===== src/rtl/uart_stat_pkg.sv =====
package uart_stat_pkg;
  localparam int FLAG_N  = 7;
  localparam int FL_TDRE = 6;
  localparam int FL_TC   = 5;
  localparam int FL_RDRF = 4;
  localparam int FL_IDLE = 3;
  localparam int FL_OR   = 2;
  localparam int FL_NF   = 1;
  localparam int FL_FE   = 0;
  // Reset value per flag: TDRE and TC come up set.
  localparam logic [FLAG_N-1:0] FLAG_RST    = 7'b1100000;
  // Flags cleared by a data write (others are cleared by a data read).
  localparam logic [FLAG_N-1:0] FLAG_WR_CLR = 7'b1100000;
endpackage


===== src/rtl/uart_flag_cell.sv =====
module uart_flag_cell #(
  parameter logic RST_VAL = 1'b0,
  parameter logic CLR_WR  = 1'b0
) (
  input  logic clk,
  input  logic rst,
  input  logic stat_rd,
  input  logic data_rd,
  input  logic data_wr,
  input  logic set_ev,
  output logic flag_q
);
  logic arm_q;
  logic acc;

  generate
    if (CLR_WR) begin : g_wr
      assign acc = data_wr;
    end else begin : g_rd
      assign acc = data_rd;
    end
  endgenerate

  always_ff @(posedge clk) begin
    if (rst) begin
      flag_q <= RST_VAL;
      arm_q  <= 1'b0;
    end else begin
      if (set_ev)
        flag_q <= 1'b1;
      else if (acc && arm_q)
        flag_q <= 1'b0;
      if (acc)
        arm_q <= 1'b0;
      else if (stat_rd && flag_q)
        arm_q <= 1'b1;
    end
  end
endmodule


===== src/rtl/uart_flag_events.sv =====
module uart_flag_events
  import uart_stat_pkg::*;
(
  input  logic              tx_load,
  input  logic              tx_done,
  input  logic              tx_en,
  input  logic              tx_pending,
  input  logic              tdre_now,
  input  logic              rx_load,
  input  logic              rx_idle,
  input  logic              rx_overrun,
  input  logic              rx_noise,
  input  logic              rx_frame,
  output logic [FLAG_N-1:0] set_vec
);
  logic tc_hit;

  always_comb begin
    tc_hit = tx_done && ((tx_en && tdre_now && !tx_pending) || !tx_en);
    set_vec          = '0;
    set_vec[FL_TDRE] = tx_load;
    set_vec[FL_TC]   = tc_hit;
    set_vec[FL_RDRF] = rx_load;
    set_vec[FL_IDLE] = rx_idle;
    set_vec[FL_OR]   = rx_overrun;
    set_vec[FL_NF]   = rx_noise;
    set_vec[FL_FE]   = rx_frame;
  end
endmodule


===== src/rtl/uart_irq_merge.sv =====
module uart_irq_merge
  import uart_stat_pkg::*;
(
  input  logic              clk,
  input  logic              rst,
  input  logic [FLAG_N-1:0] flags,
  input  logic              ie_tdre,
  input  logic              ie_tc,
  input  logic              ie_rx,
  input  logic              ie_idle,
  output logic              irq
);
  logic req;

  always_comb begin
    req = (flags[FL_TDRE] && ie_tdre)
        | (flags[FL_TC] && ie_tc)
        | ((flags[FL_RDRF] || flags[FL_OR]) && ie_rx)
        | (flags[FL_IDLE] && ie_idle);
  end

  always_ff @(posedge clk) begin
    if (rst) irq <= 1'b0;
    else     irq <= req;
  end
endmodule


===== src/rtl/uart_status_ctrl.sv =====
module uart_status_ctrl
  import uart_stat_pkg::*;
#(
  parameter int STAT_W = 8
) (
  input  logic              clk,
  input  logic              rst,
  input  logic              stat_rd,
  input  logic              data_rd,
  input  logic              data_wr,
  input  logic              tx_load,
  input  logic              tx_done,
  input  logic              tx_en,
  input  logic              tx_pending,
  input  logic              rx_load,
  input  logic              rx_idle,
  input  logic              rx_overrun,
  input  logic              rx_noise,
  input  logic              rx_frame,
  input  logic              ie_tdre,
  input  logic              ie_tc,
  input  logic              ie_rx,
  input  logic              ie_idle,
  output logic [STAT_W-1:0] stat_q,
  output logic              irq
);
  localparam int PAD_W = STAT_W - FLAG_N;

  logic [FLAG_N-1:0] flags;
  logic [FLAG_N-1:0] set_vec;

  uart_flag_events u_ev (
    .tx_load    (tx_load),
    .tx_done    (tx_done),
    .tx_en      (tx_en),
    .tx_pending (tx_pending),
    .tdre_now   (flags[FL_TDRE]),
    .rx_load    (rx_load),
    .rx_idle    (rx_idle),
    .rx_overrun (rx_overrun),
    .rx_noise   (rx_noise),
    .rx_frame   (rx_frame),
    .set_vec    (set_vec)
  );

  for (genvar i = 0; i < FLAG_N; i++) begin : g_flag
    uart_flag_cell #(
      .RST_VAL (FLAG_RST[i]),
      .CLR_WR  (FLAG_WR_CLR[i])
    ) u_cell (
      .clk     (clk),
      .rst     (rst),
      .stat_rd (stat_rd),
      .data_rd (data_rd),
      .data_wr (data_wr),
      .set_ev  (set_vec[i]),
      .flag_q  (flags[i])
    );
  end

  uart_irq_merge u_irq (
    .clk     (clk),
    .rst     (rst),
    .flags   (flags),
    .ie_tdre (ie_tdre),
    .ie_tc   (ie_tc),
    .ie_rx   (ie_rx),
    .ie_idle (ie_idle),
    .irq     (irq)
  );

  assign stat_q = {flags, {PAD_W{1'b0}}};
endmodule


===== config.mk =====
export PLATFORM = sky130hd
export DESIGN_NAME = uart_status_ctrl
export DESIGN_NICKNAME = d
export VERILOG_FILES = /design/src/rtl/uart_stat_pkg.sv /design/src/rtl/uart_flag_cell.sv /design/src/rtl/uart_flag_events.sv /design/src/rtl/uart_irq_merge.sv /design/src/rtl/uart_status_ctrl.sv
export SDC_FILE = /design/constraint.sdc
export NUM_CORES = 1
export LEC_CHECK = 0
export BUFFER_PORTS_ARGS = -buffer_cell sky130_fd_sc_hd__buf_4
export CELL_PAD_IN_SITES_DETAIL_PLACEMENT = 1
export CELL_PAD_IN_SITES_GLOBAL_PLACEMENT = 2
export CORE_MARGIN = 5
export CORE_UTILIZATION = 25
export DETAILED_ROUTE_END_ITERATION = 8
export GPL_ROUTABILITY_DRIVEN = 0
export PLACE_DENSITY_LB_ADDON = 0.2
export SLEW_MARGIN = 20
export SYNTH_ARGS = -nofsm -noshare
export SYNTH_HDL_FRONTEND = slang
export SYNTH_HIERARCHICAL = 1
export SYNTH_SLANG_ARGS = --single-unit

===== constraint.sdc =====
create_clock -name clk -period 1.17 [get_ports clk]
set_input_delay 0.234 -clock clk [delete_from_list [all_inputs] [get_ports clk]]
set_output_delay 0.234 -clock clk [all_outputs]
set_load 0.02 [all_outputs]

After elaboration in Yosys (flattened, before gate mapping)
Index checks and enable logic that the tools add are counted.
- flip-flop bits (word level): 15
- bits of input ports: 18
- output and inout bits: 9
- word-level logic and storage cells: 62
- multiplexer cells: 10
- bitwise gates (word level): 3
- reduce and logical (&&, ||, !) cells: 34
- operator list (cell ; count):
    $logic_and A1 B1 Y1 ; 21
    $mux W1 ; 10
    $reduce_bool A2 Y1 ; 5
    $reduce_or A2 Y1 ; 4
    $or A1 B1 Y1 ; 3
    $logic_not A1 Y1 ; 2
    $logic_or A1 B1 Y1 ; 2

Depth between registers and ports, before layout
Gate-level depths: netlist of run 1.
- depth in word-level cells: 5
- mapped depth: 4
- mapped depth without buffers: 3

Modules after synthesis
The synthesis of run 1 kept the hierarchy.
- by module, submodules not included (module ; times used ; cells each ; area an instance (sq um) ; seq. area each (sq um)):
    uart_flag_cell at g_flag[0].u_cell ... ; 5 ; 7 ; 72.6 ; 40.0
    uart_flag_cell at g_flag[5].u_cell ... ; 2 ; 6 ; 62.6 ; 40.0
    uart_flag_events ; 1 ; 9 ; 66.3 ; 0.0
    uart_irq_merge ; 1 ; 5 ; 42.5 ; 20.0
    uart_status_ctrl ; 1 ; 2 ; 11.3 ; 0.0

Worst setup path before layout of run 1
No wires, ideal clock.
- path kind: reg-to-reg
- start point: register g_flag[6].u_cell.flag_q
- end point: register g_flag[5].u_cell.flag_q
- setup time: 0.120 ns
- arrival time: 0.854 ns
- required time: 1.050 ns
- path slack: 0.196 ns
- stages on the path, launching flop included: 5
- buffers on the path: 1
- period minus slack after synthesis: 0.974 ns
- path through: dfxtp_1 > nand2b_1 > a21boi_1 > buf_4 > a211o_1
- longest elaborated chain between the ends: 5
- ends and longest elaborated chain (item ; RTL line ; RTL):
    start: declaration ; uart_flag_cell.sv:11 ; output logic flag_q
    start signal: assignment ; uart_flag_cell.sv:26 ; flag_q <= RST_VAL;
    start signal: assignment ; uart_flag_cell.sv:30 ; flag_q <= 1'b1;
    start signal: assignment ; uart_flag_cell.sv:32 ; flag_q <= 1'b0;
    $logic_and A1 B1 Y1 (2 in series) ; uart_flag_events.sv:19 ; tc_hit = tx_done && ((tx_en && tdre_now && !tx_pending) || !tx_en);
    $logic_or A1 B1 Y1 ; uart_flag_events.sv:19 ;
    $logic_and A1 B1 Y1 ; uart_flag_events.sv:19 ;
    named net u_ev.tc_hit ; uart_flag_events.sv:16 ; logic tc_hit;
    $reduce_or A2 Y1 (no line) ; - ;
    end signal: assignment ; uart_flag_cell.sv:26 ;
    end signal: assignment ; uart_flag_cell.sv:30 ;
    end signal: assignment ; uart_flag_cell.sv:32 ;
    end: declaration ; uart_flag_cell.sv:11 ;
The timed path passes the listed nets, and every way through them passes these cells.
A chain may end at the register's enable or synchronous reset.

Worst setup path after layout of run 1
- start point: register g_flag[6].u_cell.flag_q
- end point: output stat_q[7]
- RTL lines (item ; RTL line ; RTL):
    end: declaration ; uart_status_ctrl.sv:24 ; output logic [STAT_W-1:0] stat_q,
No word-level cell between the ends.

==> flow_metrics.py, run 1 <==
metrics = {
    "outcome": {
        "status": "complete, no violations",
    },
    "floorplanning": {
        "num_io_pins": 27,
        "initial_core_util_pct": 26.72,
        "die_w_um": 59.32,
        "rows": 17,
        "fp.coreArea_sq_um": 2276,
        "fp.dieArea_sq_um": 3519,
        "die_y_um": 59.32,
    },
    "min_path": {
        "hold_start": "tx_load",
        "holdPathEnd": "g_flag[6].u_cell/flag_q$_SDFFE_PP1P_",
        "hold_path_depth": 2,
        "min-delay-path-class": "input port to flop",
    },
    "cells_and_area": {
        "syn_to_final_growth_pct": 31.07,
        "nets": 103,
        "instances_no_fill": 112,
        "fillCellCount": 280,
        "drive_above_1_share_pct": 39.29,
        "antenna_cells": 0,
    },
    "drt": {
        "firstDrtPassIters": 2,
        "wl_met1_um": 579,
        "viasPerCell": 4.741,
        "antenna_left": 0,
        "wl_mm": 1.390,
        "drtIter0Drc": 5,
        "drcViolationCount": 0,
        "routed.top_layer": "met4",
        "wl_met3_um": 169,
        "wire_per_inst_um": 12.41,
        "vias": 531,
        "wl_met2_um": 631,
    },
    "setup_path": {
        "slowest_stage": "dfxtp_1",
        "reg2reg_to": "u_irq/irq$_SDFF_PP0_",
        "worstSetupStartpoint": "g_flag[6].u_cell/flag_q$_SDFFE_PP1P_",
        "cp_cell_sequence": "buf_4",
        "setup.worst_path.start_class": "flop",
        "slowest_delay_ns": 0.40,
        "worstPathArrival_ns": 0.85,
        "rrSetupSlack_ns": 0.35,
        "critPathKind": "flop to output port",
        "crit_required_ns": 0.94,
        "cp_max_fo": 5,
        "r2r-start": "g_flag[6].u_cell/flag_q$_SDFFE_PP1P_",
        "reg2reg_depth": 2,
        "endpoint_kind": "output port",
        "cp_top_family": "flip-flops",
        "crit_buf_inv": 1,
    },
    "yosys": {
        "syn_area_sq_um": 608.1,
        "yosys.cell_count.top_type": "dfxtp_1",
        "yosysWarnings": 6,
        "ys_seq_area_share_pct": 49.38,
        "synth_common_cells": "dfxtp_1, buf_4, a21oi_1, nor3_1",
        "syn-mean-instance-area_sq_um": 9.652,
        "yosysTopAreaCell": "dfxtp_1",
        "synth_top_area_share_pct": 49.38,
        "synthTopCellsByArea": "dfxtp_1, a311oi_2, buf_4",
        "synthArstFlopShare_pct": 0,
        "syn_inst": 63,
        "syn_nets": 81,
        "yosys_most_used_dff": "dfxtp_1",
        "ys_types": 15,
        "synth_edf_count": 0,
        "synth-seq-cells": 15,
    },
    "timing": {
        "skew_ns": 0.004181,
        "worst_hold_slack_ns": 0.1362,
        "setup_slack_ns": 0.08420,
        "setup_viol": 0,
        "period_needed_ns": 1.086,
        "maxSlewViolCount": 0,
        "hold_viol_final": 0,
        "min_period_over_period_pct": 92.80,
        "final.setup.tns_ns": 0,
        "rsz0062_at_grt": "no",
        "max_freq_mhz": 921.0,
    },
    "global_routing": {
        "grt_max_degree": 16,
        "antenna_found_initial": 0,
        "grt_pass1_vias": 552,
        "track_usage_pct": 8.831,
        "grt_pass1_wl_mm": 2.346,
        "grt_overflow": 0,
    },
    "place": {
        "dp_cells": 108,
        "portBuffers": 25,
        "dpl_worst_slack_ns": 0.3541,
        "hpwlAfterDp_mm": 1.072,
    },
    "power_and_ir_drop": {
        "power_uw": 1011,
        "intPower_uw": 752.9,
        "switching_share_pct": 25.51,
        "p_sw_uw": 257.8,
        "pwr-share-seq_pct": 54.9,
        "p_comb_share_pct": 16.4,
        "ir_drop_mv": 0.7136,
        "p_leak_uw": 0.0003420,
        "p_per_area_nw_per_um2": 1268,
        "pwr-share-clk_pct": 28.6,
    },
    "clock_network": {
        "htreeDepth": 1,
        "post-cts-setup-buffers": 0,
        "cts-root-to-sink-buffers": 2,
        "cts_num_sinks": 15,
        "ctsResizeCount": 0,
        "ctsRootBufferMaster": "clkbuf_4",
        "insertion_delay_ns": 0.28,
        "cts_tree": "yes",
        "clkTransAtPathRegs_ns": 0.09,
        "numCtsBuffers": 3,
        "cts_hold_repair.buffers": 0,
    },
    "flow_run": {
        "cap_violations": 0,
    },
}
## flip-flops by register name, summed over array words and instances, names as in the netlist
register              flops
g_flag.u_cell/arm_q       7
u_irq/irq                 1
g_flag.u_cell/flag_q      7
## metrics by stage
step                cell area, sq um  utilization, %
finish                         797.0           35.02
global route                   797.0           35.02
CTS                            797.0           35.02
detailed placement             770.7           33.86
global placement               770.7           33.86
floorplan                      608.1               -
## cells by family after synthesis
logic type / share of synthesized area, %
AO/OA/AOI/OAI: 25.31
buffers and inverters: 12.96
flip-flops: 49.38
other: 0.6167
AND/OR/NAND/NOR: 11.73
## layout by cell type (no fill, tap or decap), drive strengths merged, types with 2 or more instances in the layout
cell and count:
buf 25, dfxtp 15, nor3 7, nand2 3, clkbuf 4, a21oi 7, a311oi 5, nor2 5
a211o 2, inv 5
## layout make-up
| class | count | area [sq um] | share of cell area, % |
|---|---|---|---|
| inverters | 5 | 18.77 | 2.355 |
| repair buffers | 25 | 187.7 | 23.55 |
| clock buffers | 4 | 26.28 | 3.297 |
| well taps | 28 | 35.03 | 4.396 |
| multi-input cells | 35 | 229.0 | 28.73 |
| flip-flops and latches | 15 | 300.3 | 37.68 |
## layer usage
layer | vias to the layer above | global-route usage [%]
met1 | 250 | 9.740
met2 | 21 | 14.20
li1 | 258 | -
met5 | - | 0
met3 | 2 | 5.664
met4 | 0 | 1.942
## worst max path at each step
stage	endpoint	cells past startpoint
2_1_floorplan	g_flag[5].u_cell/flag_q$_SDFFE_PP1P_	4
3_3_place_gp	g_flag[5].u_cell/flag_q$_SDFFE_PP1P_	2
6_report	stat_q[7]	1
4_1_cts	stat_q[7]	1
3_5_place_dp	g_flag[6].u_cell/flag_q$_SDFFE_PP1P_	2
5_1_grt	stat_q[7]	1
## power groups by stage
stage	Clock [uW]	Sequential (uW)	Combinational, uW
after floorplan	0	584	71.0
after global placement	0	568	168
after detailed placement	0	568	170
after CTS	305	556	170
after global routing	325	560	184
final	289	555	166
Power figures use the tool's default switching activity.
==> run 2, diff against run 1 <==
--- a/config.mk
+++ b/config.mk
@@ -9,7 +9,7 @@
 export CELL_PAD_IN_SITES_DETAIL_PLACEMENT = 1
 export CELL_PAD_IN_SITES_GLOBAL_PLACEMENT = 2
 export CORE_MARGIN = 5
-export CORE_UTILIZATION = 25
+export CORE_UTILIZATION = 27
 export DETAILED_ROUTE_END_ITERATION = 8
 export GPL_ROUTABILITY_DRIVEN = 0
 export PLACE_DENSITY_LB_ADDON = 0.2
==> constraint.sdc (replaced) <==
create_clock -name clk -period 1.3 [get_ports clk]
set_input_delay 0.26 -clock clk [delete_from_list [all_inputs] [get_ports clk]]
set_output_delay 0.26 -clock clk [all_outputs]
set_load 0.02 [all_outputs]
==> flow_metrics.py, run 2 (synthesis gave the netlist of run 1 again) <==
metrics = {
    "outcome": {
        "status": "complete, no violations",
    },
    "min_path": {
        "hold_path_depth": 2,
        "hold_start": "tx_load",
        "min-delay-path-class": "input port to flop",
        "holdPathEnd": "g_flag[6].u_cell/flag_q$_SDFFE_PP1P_",
    },
    "drt": {
        "antenna_left": 0,
        "viasPerCell": 4.563,
        "vias": 511,
        "wire_per_inst_um": 12.34,
        "drcViolationCount": 0,
        "drtIter0Drc": 5,
        "firstDrtPassIters": 2,
        "wl_mm": 1.382,
    },
    "clock_network": {
        "cts_hold_repair.buffers": 0,
        "cts_tree": "yes",
        "post-cts-setup-buffers": 0,
        "numCtsBuffers": 3,
        "ctsResizeCount": 0,
        "insertion_delay_ns": 0.27,
        "htreeDepth": 1,
        "ctsRootBufferMaster": "clkbuf_4",
        "clkTransAtPathRegs_ns": 0.09,
        "cts-root-to-sink-buffers": 2,
        "cts_num_sinks": 15,
    },
    "cells_and_area": {
        "nets": 103,
        "antenna_cells": 0,
        "reg.largest.list": "g_flag.u_cell/arm_q x7, g_flag.u_cell/flag_q x7, u_irq/irq x1",
        "drive_above_1_share_pct": 39.29,
        "layout_commonest_cell": "buf_4",
        "final_cell_area_sq_um": 797.0,
        "syn_to_final_growth_pct": 31.07,
        "final_cell_mix": "buf_4, dfxtp_1, a21oi_1, nor3_1",
    },
    "global_routing": {
        "track_usage_pct": 9.326,
        "antenna_found_initial": 0,
        "grt_pass1_vias": 521,
        "grt_pass1_wl_mm": 2.346,
        "grt_max_degree": 16,
        "grt_overflow": 0,
    },
    "timing": {
        "min_period_over_period_pct": 85.45,
        "period_needed_ns": 1.111,
        "rsz0062_at_grt": "no",
        "max_freq_mhz": 900.2,
        "hold_viol_final": 0,
        "final.setup.tns_ns": 0,
        "setup_viol": 0,
        "skew_ns": 0.001035,
        "maxSlewViolCount": 0,
    },
    "setup_path": {
        "reg2reg_depth": 3,
        "cp_cell_sequence": "buf_4",
        "critPathKind": "flop to output port",
        "cp_max_fo": 5,
        "crit_required_ns": 1.04,
        "r2r-start": "g_flag[6].u_cell/flag_q$_SDFFE_PP1P_",
        "slowest_stage": "dfxtp_1",
        "cp_top_family": "flip-flops",
        "setup.worst_path.start_class": "flop",
        "reg2reg_to": "g_flag[5].u_cell/flag_q$_SDFFE_PP1P_",
        "endpoint_kind": "output port",
        "worstPathArrival_ns": 0.85,
        "rrSetupSlack_ns": 0.48,
        "slowest_delay_ns": 0.41,
        "crit_buf_inv": 1,
    },
    "power_and_ir_drop": {
        "power_uw": 910.3,
        "ir_drop_mv": 0.3505,
        "p_per_area_nw_per_um2": 1142,
        "p_leak_uw": 0.0003420,
    },
    "floorplanning": {
        "rows": 17,
        "die_w_um": 57.46,
        "fp.dieArea_sq_um": 3301,
        "fp.coreArea_sq_um": 2191,
        "initial_core_util_pct": 27.76,
        "num_io_pins": 27,
        "die_y_um": 57.46,
    },
    "place": {
        "hpwlAfterDp_mm": 1.084,
        "portBuffers": 25,
        "post_dp_cell_area_sq_um": 770.7,
    },
    "flow_run": {
        "cap_violations": 0,
    },
}
==> run 2: final cells by class <==
cell class	instances	area [sq um]
Tap cell	28	35.03
Fill cell	267	1394
Sequential cell	15	300.3
Clock buffer	4	26.28
Inverter	5	18.77
Multi-Input combinational cell	35	229.0
Timing Repair Buffer	25	187.7
==> run 2: worst max-delay path by stage <==
stage | startpoint | end | slack (ns) | depth (start not counted)
floorplan | g_flag[6].u_cell/flag_q$_SDFFE_PP1P_ | g_flag[5].u_cell/flag_q$_SDFFE_PP1P_ | 0.33 | 4
global placement | rst | g_flag[5].u_cell/flag_q$_SDFFE_PP1P_ | 0.47 | 2
detailed placement | rst | g_flag[5].u_cell/flag_q$_SDFFE_PP1P_ | 0.46 | 2
CTS | g_flag[6].u_cell/flag_q$_SDFFE_PP1P_ | stat_q[7] | 0.15 | 1
global route | g_flag[6].u_cell/flag_q$_SDFFE_PP1P_ | stat_q[7] | 0.13 | 1
finish | g_flag[6].u_cell/flag_q$_SDFFE_PP1P_ | stat_q[7] | 0.19 | 1
==> run 2: through the flow <==
step                hold slack (ns)  setup WS [ns]  util (%)  std cells
floorplan                    0.3294         0.3261         -         63
global placement             0.4441         0.4669     35.18        108
detailed placement           0.4477         0.4590     35.18        108
CTS                          0.1446         0.1469     36.38        112
global route                 0.1486         0.1286     36.38        112
finish                       0.1601         0.1892     36.38        112
==> run 2: power breakdown <==
group / switching (uW) / internal (uW)
Sequential: 17.8 / 482
Clock: 143 / 119
Combinational: 72.0 / 76.2
Total: 233 / 678
==> run 2: per-layer routing <==
metal  routed length, um  GRT usage (%)  share of wire (%)
met2                 624          14.68                 45
met1                 614          10.15                 44
met4                  10          5.960               0.72
met5                   0              0                  0
met3                 133          4.072                9.6
